<file path="src/rtl/fxp_fir_pkg.sv">
package fxp_fir_pkg;

  typedef enum bit {
    PORT_PLAIN  = 1'b0,
    PORT_STREAM = 1'b1
  } port_style_e;

  // integer bits of a signed fixed-point word (sign included)
  function automatic int int_bits(input int width, input int frac);
    return width - frac;
  endfunction

  // map the raw reset pin to an active-high internal clear
  function automatic logic reset_hit(input logic raw, input bit active_low);
    return active_low ? ~raw : raw;
  endfunction

endpackage

</file>
<file path="src/rtl/fxp_fir_align.sv">
module fxp_fir_align
  import fxp_fir_pkg::*;
#(
  parameter int IO_W    = 16,
  parameter int IO_FRAC = 15,
  parameter int CF_W    = 16,
  parameter int CF_FRAC = 15
) (
  input  logic signed [IO_W-1:0] raw,
  output logic signed [CF_W-1:0] aligned
);

  localparam int EXT = int_bits(CF_W, CF_FRAC) - int_bits(IO_W, IO_FRAC);
  localparam int PAD = CF_FRAC - IO_FRAC;

  generate
    if (EXT < 0 || PAD < 0) begin : g_bad_fmt
      $error("fxp_fir_align: I/O format does not fit in the coefficient format");
    end
  endgenerate

  // sign-extend to the coefficient width, then move the binary point
  function automatic logic signed [CF_W-1:0] widen(input logic signed [IO_W-1:0] v);
    logic signed [CF_W-1:0] w;
    w = CF_W'(v);
    return w <<< PAD;
  endfunction

  assign aligned = widen(raw);

endmodule

</file>
<file path="src/rtl/fxp_fir_taps.sv">
module fxp_fir_taps #(
  parameter int TAPS = 9,
  parameter int W    = 16
) (
  input  logic                clk,
  input  logic                clr,
  input  logic                shift,
  input  logic signed [W-1:0] din,
  output logic [TAPS*W-1:0]   taps_flat
);

  logic signed [W-1:0] tap_q [TAPS];

  generate
    for (genvar k = 0; k < TAPS; k++) begin : g_tap
      logic signed [W-1:0] src;
      if (k == 0) begin : g_head
        assign src = din;
      end else begin : g_link
        assign src = tap_q[k-1];
      end

      always_ff @(posedge clk) begin
        if (clr) begin
          tap_q[k] <= '0;
        end else if (shift) begin
          tap_q[k] <= src;
        end
      end

      assign taps_flat[k*W +: W] = tap_q[k];

      if (k > 0) begin : g_link_chk

        link_shift_chk: assert property (@(posedge clk) disable iff (clr)
          shift |=> taps_flat[k*W +: W] == $past(taps_flat[(k-1)*W +: W]));
      end
    end
  endgenerate


  taps_clear_chk: assert property (@(posedge clk) disable iff (clr)
    $fell(clr) |-> taps_flat == '0);


  taps_hold_chk: assert property (@(posedge clk) disable iff (clr)
    !shift |=> $stable(taps_flat));


  head_load_chk: assert property (@(posedge clk) disable iff (clr)
    shift |=> taps_flat[W-1:0] == $past(din));

endmodule

</file>
<file path="src/rtl/fxp_fir_mac.sv">
module fxp_fir_mac #(
  parameter int                    TAPS     = 9,
  parameter int                    W        = 16,
  parameter logic [TAPS*W-1:0]     COEF_VEC = '0
) (
  input  logic [TAPS*W-1:0]       taps_flat,
  output logic signed [2*W-1:0]   acc
);

  localparam int PW = 2 * W;

  logic signed [PW-1:0] part [TAPS];

  generate
    for (genvar k = 0; k < TAPS; k++) begin : g_term
      localparam logic signed [W-1:0] CK = COEF_VEC[k*W +: W];
      logic signed [W-1:0]  tap_k;
      logic signed [PW-1:0] prod_k;

      assign tap_k  = taps_flat[k*W +: W];
      assign prod_k = PW'(tap_k) * PW'(CK);

      if (k == 0) begin : g_first
        assign part[k] = prod_k;
      end else begin : g_rest
        assign part[k] = prod_k + part[k-1];
      end
    end
  endgenerate

  assign acc = part[TAPS-1];

endmodule

</file>
<file path="src/rtl/fxp_fir.sv">
module fxp_fir
  import fxp_fir_pkg::*;
#(
  parameter int          ORDER       = 8,
  parameter int          IO_W        = 16,
  parameter int          IO_FRAC     = IO_W - 1,
  parameter int          CF_W        = 16,
  parameter int          CF_FRAC     = CF_W - 1,
  parameter port_style_e PORT_STYLE  = PORT_PLAIN,
  parameter bit          RST_ACT_LOW = 1'b0,
  parameter logic [(ORDER+1)*CF_W-1:0] COEF_VEC = {
    -16'sd100, 16'sd400, 16'sd2500, 16'sd6600, 16'sd8600,
     16'sd6600, 16'sd2500, 16'sd400, -16'sd100}
) (
  input  logic                   clk,
  input  logic                   rst,
  input  logic                   smp_en,
  input  logic signed [IO_W-1:0] smp_in,
  input  logic                   s_axis_tvalid,
  output logic                   s_axis_tready,
  output logic signed [IO_W-1:0] smp_out,
  output logic                   m_axis_tvalid,
  input  logic                   m_axis_tready
);

  localparam int TAPS = ORDER + 1;
  localparam int PW   = 2 * CF_W;
  localparam int PAD  = CF_FRAC - IO_FRAC;

  generate
    if (int_bits(IO_W, IO_FRAC) > int_bits(CF_W, CF_FRAC) || IO_FRAC > CF_FRAC) begin : g_bad_fmt
      $error("fxp_fir: I/O format wider than the coefficient format");
    end
  endgenerate

  // named internal events
  logic                   clr;
  logic                   shift_req;
  logic signed [CF_W-1:0] aligned;
  logic [TAPS*CF_W-1:0]   taps_flat;
  logic signed [PW-1:0]   acc;
  logic                   unused_ready;

  assign clr          = reset_hit(rst, RST_ACT_LOW);
  assign shift_req    = (PORT_STYLE == PORT_STREAM) ? s_axis_tvalid : smp_en;
  assign unused_ready = m_axis_tready;

  fxp_fir_align #(
    .IO_W(IO_W), .IO_FRAC(IO_FRAC), .CF_W(CF_W), .CF_FRAC(CF_FRAC)
  ) u_align (
    .raw     (smp_in),
    .aligned (aligned)
  );

  fxp_fir_taps #(
    .TAPS(TAPS), .W(CF_W)
  ) u_taps (
    .clk       (clk),
    .clr       (clr),
    .shift     (shift_req),
    .din       (aligned),
    .taps_flat (taps_flat)
  );

  fxp_fir_mac #(
    .TAPS(TAPS), .W(CF_W), .COEF_VEC(COEF_VEC)
  ) u_mac (
    .taps_flat (taps_flat),
    .acc       (acc)
  );

  // two truncating arithmetic shifts back to the I/O format
  function automatic logic signed [IO_W-1:0] rescale(input logic signed [PW-1:0] s);
    logic signed [PW-1:0]   t1;
    logic signed [CF_W-1:0] t2;
    t1 = s >>> CF_FRAC;
    t2 = t1[CF_W-1:0];
    t2 = t2 >>> PAD;
    return t2[IO_W-1:0];
  endfunction

  assign smp_out = rescale(acc);

  generate
    if (PORT_STYLE == PORT_STREAM) begin : g_stream
      logic vld_q;

      always_ff @(posedge clk) begin
        if (clr) vld_q <= 1'b0;
        else     vld_q <= s_axis_tvalid;
      end

      assign m_axis_tvalid = vld_q;
      assign s_axis_tready = 1'b1;


      vld_clear_chk: assert property (@(posedge clk) disable iff (clr)
        $fell(clr) |-> !m_axis_tvalid);


      vld_delay_chk: assert property (@(posedge clk) disable iff (clr)
        !$fell(clr) |-> m_axis_tvalid == $past(s_axis_tvalid));
    end else begin : g_plain
      assign m_axis_tvalid = 1'b0;
      assign s_axis_tready = 1'b0;
    end
  endgenerate

endmodule

</file>
<file path="config.mk">
export PLATFORM = sky130hd
export DESIGN_NAME = fxp_fir
export DESIGN_NICKNAME = d
export VERILOG_FILES = /design/src/rtl/fxp_fir_pkg.sv /design/src/rtl/fxp_fir_align.sv /design/src/rtl/fxp_fir_taps.sv /design/src/rtl/fxp_fir_mac.sv /design/src/rtl/fxp_fir.sv
export SDC_FILE = /design/constraint.sdc
export NUM_CORES = 2
export LEC_CHECK = 0
export ABC_AREA = 0
export BUFFER_PORTS_ARGS = -buffer_cell sky130_fd_sc_hd__buf_2
export CAP_MARGIN = 20
export CORE_AREA = 4 4 371 373
export DETAILED_ROUTE_END_ITERATION = 12
export DIE_AREA = 0 0 375 377
export PLACE_DENSITY = 0.45
export SYNTH_ARGS = -nofsm -noshare
export SYNTH_HDL_FRONTEND = slang
export SYNTH_SLANG_ARGS = --single-unit
</file>
<file path="constraint.sdc">
create_clock -name clk -period 11.4 [get_ports clk]
set_input_delay 1.14 -clock clk [delete_from_list [all_inputs] [get_ports clk]]
set_output_delay 1.14 -clock clk [all_outputs]
set_load 0.01 [all_outputs]
</file>
# After elaboration in Yosys (flattened, before gate mapping)
# Memory sizes are Yosys's and may differ from the RTL's.
# Cells that the tools add are included.
totals:
  input_bits: 21
  ram_bits: 144
  elab_cells: 41
  register_bits: 0
  mem_count: 1
mem_list:
  columns: ["memory", "words", "word_bits", "rd", "rd_ports_with_merged_regs", "wr", "line", "text"]
  rows:
  - ["u_taps.tap_q", 9, 16, 9, 0, 9, "fxp_fir_taps.sv:12", "logic signed [W-1:0] tap_q [TAPS];"]
op_classes:
  muxes: 14
  add_sub_neg: 8
  bitwise: 9
  n_mul: 9
ops:
  columns: ["operator", "count"]
  rows:
  - ["31-bit adder", 8]
  - ["16-bit 2-to-1 mux", 9]
  - ["16-bit by 11-bit multiplier with 27-bit output (second input constant)", 4]
  - ["16-bit by 6-bit multiplier with 22-bit output (second input constant)", 4]
  - ["16-bit by 12-bit multiplier with 28-bit output (second input constant)", 1]
  - ["1-bit OR", 9]
  - ["1-bit 2-to-1 mux", 5]

# Depth between registers and ports, before layout
# An unclocked memory read counts as a cell.
logic_depth:
  ltp_word: 10
  depth_mapped: 35

# Hierarchy
# From an unflattened synthesis, not the netlist that was laid out.
unflattened:
  cells_unflattened: 3393
  hier_area_um2: 34350.4
modules_own_cells:
  columns: ["mod", "instances", "area_each_um2", "seq_area_each_um2", "cells_each"]
  rows:
  - ["fxp_fir_mac", 1, 28429.8, 0.0, 3054]
  - ["fxp_fir_taps", 1, 5781.8, 4324.1, 320]
  - ["fxp_fir_align", 1, 120.1, 0.0, 16]
  - ["fxp_fir", 1, 18.8, 0.0, 3]

# Least setup slack after synthesis
# No wires, ideal clock.
synth_path:
  path_type: "flip-flop to output port"
  startpoint: "memory u_taps.tap_q[0][4]"
  endpoint: "output port smp_out[15]"
  slack_ps: 1755
  required_time_ps: 10260
  t_arrival_ps: 8505
  path_stages_with_launch: 33
  path_cell_list: "edfxtp_1 inv_1 fa_1 inv_1 fa_1 inv_1 fa_1 inv_1 ha_1 ha_1 a21oi_2 o21ai_1 or4_4 a31oi_2 a21oi_2 a2111oi_4 and2b_1 o21bai_1 xnor2_1 fa_1 inv_1 fa_1 fa_1 fa_1 ha_1 nand3_1 a21oi_1 o31ai_2 a21boi_2 o221ai_2 o2111a_1 xnor2_1 xnor2_1"
synth_lines:
  columns: ["element", "line", "text"]
  rows:
  - ["start, declared", "fxp_fir_taps.sv:12", null]
  - ["end, declared", "fxp_fir.sv:21", "output logic signed [IO_W-1:0] smp_out,"]

==> results.txt <==
- The path with the worst hold slack has its endpoint at u_taps.tap_q[1][5]$_SDFFCE_PN0P_.
- Max-cap violations in this run came to 0.
- The floorplan step set the die height to 377 µm.
- Width of the chip: 375 µm
- Routed via count divided by cell count: 4.182
- In this run the remaining antenna-violating nets after routing total 0.
- Number of distinct library cell variants in the gate-level netlist after synthesis: slightly above 80
* Depth of the most critical reg-to-reg path: 2
- Across all setup checks in the final design, the least slack found is around 0.7 ns.
- Worst hold slack: between 0.6 and 0.7 ns
* Regs by FF count: u_taps.tap_q (144)
- Total of flip-flops plus latches after synthesis: around 140
- Yosys synthesis warning count: 0
* Final hold violation count: 0
- Wires add up to around 86000 µm.
- The startpoint identified for the worst hold timing path is u_taps.tap_q[0][5]$_SDFFCE_PN0P_.
- Post-route non-filler standard cell count: 5166
- Fillers: about 14000
* FF-to-FF setup slack: 10.16 ns
- Highest-utilization routing layer at the global route stage: met2
- Root buffer cell: sky130_fd_sc_hd__clkbuf_16
- Global routing finished with a remaining overflow of 0.
* Critical path endpoint category: output pin
- Worst Setup Path Type: flip-flop to output pin
- After clock tree synthesis, the clock-pin slew on the worst setup and hold paths is approximately 0.070 ns.
- Final period demand of the worst path: around 11 ns
- Across the routed clock network, the largest skew measured is about 0.017 ns.
- The floorplan has 135 rows.
* Area delta synth->final: 9.178%
* Most frequent cell on the critical path: sky130_fd_sc_hd__fa_1
- Total clock sinks: around 140
* Worst endpoint data arrival time: about 9.6 ns
- Number of design-rule violations left by the first detailed-router iteration: between 800 and 900
* Startpoint class of the critical path: flip-flop
- Along the worst hold path, the cell count comes to 1.
- The wire-length estimate of the detail-placed layout is ~75000 µm.
- Status: finished, final reports clean
- Number of nets in the finished design: 4550
- Total clock buffers created by CTS: 17
- For the pin with the worst max-slew slack, the measured transition is approximately 1.1 ns.
* H-tree lvl count: 4
- The number of antenna diodes in the final layout is 0.
- The min-delay analysis places its worst path in the category flip-flop to flip-flop.
* Floorplan die area: 141400 µm²
* Mean instance size in the synthesized netlist: 10.05 µm²
- Startpoint of the worst register-to-register path: u_taps.tap_q[2][4]$_SDFFCE_PN0P_
- DR pass1 iterations: 7
* Largest driver fanout on the critical path: 6
* Met2 capacity usage during global routing: between 20% and 30%
- Final setup violation count: 0
- Ranked by flip-flop count, first place goes to u_taps.tap_q.
- Count of pins over their slew limit: 0
- Crit path max-delay cell type: sky130_fd_sc_hd__edfxtp_1
* Post-route clock period utilization: approximately 94%
* Area of the core region: 134600 µm²
* Endpoint of the most critical register-to-register path: u_taps.tap_q[3][4]$_SDFFCE_PN0P_
- Global-route wire length before repair: about 140000 µm
* CTS tree: done
* Via count of the first global-routing pass: about 24000
* Share of post-route cells with drive strength above 1: between 4 and 5%
- Timing analysis after detailed placement gives a worst setup slack of about 0.8 ns.
- Summing the sequential cell areas from Yosys gives 12.94% of the chip area.
- The number of antenna violations at the first check in global routing was 1.
- In the global route stage, met1 resource usage came out at between 10% and 20%.
- Number of input and output port buffers inserted: 34
- Entering global routing, the biggest net connects between 70 and 80 pins.
* Skew-Pair Late Insertion Delay: roughly 0.5 ns
- The most used flip-flop cell after synthesis is sky130_fd_sc_hd__edfxtp_1.
- Placed Cells incl. Taps: 5134
- Setup TNS: 0 ns
* Max stage delay on crit path: 0.60 ns
- Dividing the detail-routed wire length by the instance count gives approximately 17 µm.
- I/O pin cnt: 39
- Cell area after technology mapping: between 30000 and 40000 µm²
- Hold repair after CTS inserted 0 buffers.
* Max reg flops: between 100 and 150
- In the routed design, unresolved DRC markers number 0.
* All-layer global routing usage: between 10% and 20%
- The detailed router placed between 20000 and 25000 vias in this run.
- Upper clock frequency limit: approximately 0.093 GHz
* RD Place Congestion: around 0.84
- Synthesis produced around 3300 cells.
- Global routing used under 10% of the available met3 tracks.
* Fraction of synthesis flops using an asynchronous set or reset pin: 0%
- Worst slew margin: around 27%
- Maximum clock path buffer count: 2
- Post-CTS setup repair buffer count: 0
* Starting utilization of the core area: approximately a quarter
- Yosys mapped a number of flops with a built-in enable equal to ~140.
* RSZ-0062 raised after global routing: false
- Worst path required time: just over 10 ns
[cell type report]
cell class,instances,area (µm²),area share [%]
clock buffers,18,429.2,1.176
flip-flops and latches,144,4324,11.85
multi-input cells,2280,25710,70.49
well taps,1781,2228,6.109
clock inverters,14,180.2,0.4939
repair buffers,54,317.8,0.8712
inverters,875,3286,9.007
[placed cells by master (no fill, tap or decap), types with 19 or more instances in the layout]
cell type and instances:
sky130_fd_sc_hd__inv_1 873, sky130_fd_sc_hd__ha_1 656, sky130_fd_sc_hd__fa_1 501, sky130_fd_sc_hd__and2_1 158
sky130_fd_sc_hd__edfxtp_1 144, sky130_fd_sc_hd__xnor2_1 140, sky130_fd_sc_hd__a21oi_1 102, sky130_fd_sc_hd__nor2_1 85
sky130_fd_sc_hd__xor2_1 83, sky130_fd_sc_hd__nand2_1 68, sky130_fd_sc_hd__o21ai_0 56, sky130_fd_sc_hd__nand3_1 37
sky130_fd_sc_hd__buf_2 35, sky130_fd_sc_hd__nor3_1 33, sky130_fd_sc_hd__o21ai_1 32, sky130_fd_sc_hd__nor2b_1 30
sky130_fd_sc_hd__nand2b_1 26, sky130_fd_sc_hd__a21o_1 24, sky130_fd_sc_hd__or3_1 19, sky130_fd_sc_hd__o21a_1 19
sky130_fd_sc_hd__buf_4 19
[worst max-delay path, delay by kind of cell, from the launching register on]
kind / cells / cell delay, ns
AO/OA/AOI/OAI: 10 / 2.24
buffers and inverters: 3 / 0.28
AND/OR/NAND/NOR: 3 / 0.49
XOR/XNOR: 3 / 0.51
flip-flops: 1 / 0.60
adder cells (fa/ha/maj): 11 / 4.96
[layer usage]
layer  routed length, µm  share of wire, %  up-vias
met5                   0                 0        -
met4                1486               1.7        0
met3                2436               2.8       51
met2               40350                47      192
met1               41560                48    10675
li1                    -                 -    10685
[worst max path at each step]
| stage | start | endpoint | cells past startpoint |
|---|---|---|---|
| floorplan | u_taps.tap_q[0][4]$_SDFFCE_PN0P_ | smp_out[15] | 32 |
| global placement | u_taps.tap_q[8][4]$_SDFFCE_PN0P_ | smp_out[15] | 34 |
| detailed placement | u_taps.tap_q[8][4]$_SDFFCE_PN0P_ | smp_out[15] | 34 |
| CTS | u_taps.tap_q[8][4]$_SDFFCE_PN0P_ | smp_out[15] | 34 |
| global route | u_taps.tap_q[0][4]$_SDFFCE_PN0P_ | smp_out[15] | 33 |
| finish | u_taps.tap_q[5][2]$_SDFFCE_PN0P_ | smp_out[15] | 30 |
[cell families (layout without fill, tap and decap cells)]
logic type      count (synthesis)  after routing  share of synthesized area, %
fa+ha+maj                    1157           1157                         54.58
buf+inv                       903            961                         10.17
simple gates                  498            498                         7.987
compound gates                379            379                         7.804
xor+xnor                      223            223                         5.845
flops                         144            144                         12.94
mux                            21             21                        0.6590
other cells                     1              2                       0.01122
[what timing repair did]
action | in CTS | in global routing
gates resized for setup | 0 | 2
setup endpoints to repair | 0 | 1
hold endpoints to repair | 0 | 0
[through the flow]
step                      util, %  cell area (µm²)
final                       27.10            36480
after global routing        27.10            36480
after CTS                   27.09            36470
after detailed placement    26.64            35860
after global placement      26.63            35860
after floorplan                 -            33420
[cell usage after synthesis, types with 6 or more instances]
library cell               number  area, µm²
sky130_fd_sc_hd__or2_2          9      56.30
sky130_fd_sc_hd__nand3_1       37      185.2
sky130_fd_sc_hd__nor2b_1       31      193.9
sky130_fd_sc_hd__or3_1         19      118.9
sky130_fd_sc_hd__ha_1         656       8208
sky130_fd_sc_hd__nand2_1       68      255.2
sky130_fd_sc_hd__mux2i_1       13      130.1
sky130_fd_sc_hd__a211oi_1       6      45.04
sky130_fd_sc_hd__a21o_1        24      180.2
sky130_fd_sc_hd__clkbuf_1      25      93.84
sky130_fd_sc_hd__fa_1         501      10030
sky130_fd_sc_hd__edfxtp_1     144       4324
sky130_fd_sc_hd__mux2_2         8      90.09
sky130_fd_sc_hd__nand4_1        6      37.54
sky130_fd_sc_hd__and2_1       158      988.5
sky130_fd_sc_hd__nor3_1        33      165.2
sky130_fd_sc_hd__o211ai_1      14      105.1
sky130_fd_sc_hd__nor2_1        85      319.1
sky130_fd_sc_hd__nand2b_1      26      162.7
sky130_fd_sc_hd__o21a_1        19      142.6
sky130_fd_sc_hd__a21boi_1      13      97.59
sky130_fd_sc_hd__a31oi_1       11      68.82
sky130_fd_sc_hd__and3_1        12      75.07
sky130_fd_sc_hd__a21oi_1      102      510.5
sky130_fd_sc_hd__o31ai_1        9      67.56
sky130_fd_sc_hd__o21ai_1       33      165.2
sky130_fd_sc_hd__o21ai_0       56      280.3
sky130_fd_sc_hd__o21bai_1      14      105.1
sky130_fd_sc_hd__inv_1        873       3277
sky130_fd_sc_hd__o41ai_2        6      97.59
sky130_fd_sc_hd__xnor2_1      140       1226
sky130_fd_sc_hd__xor2_1        83      727.0
Power is left out: the tool's default activity adds up to more than one toggle a clock period on the data nets, which glitch-free logic cannot reach.
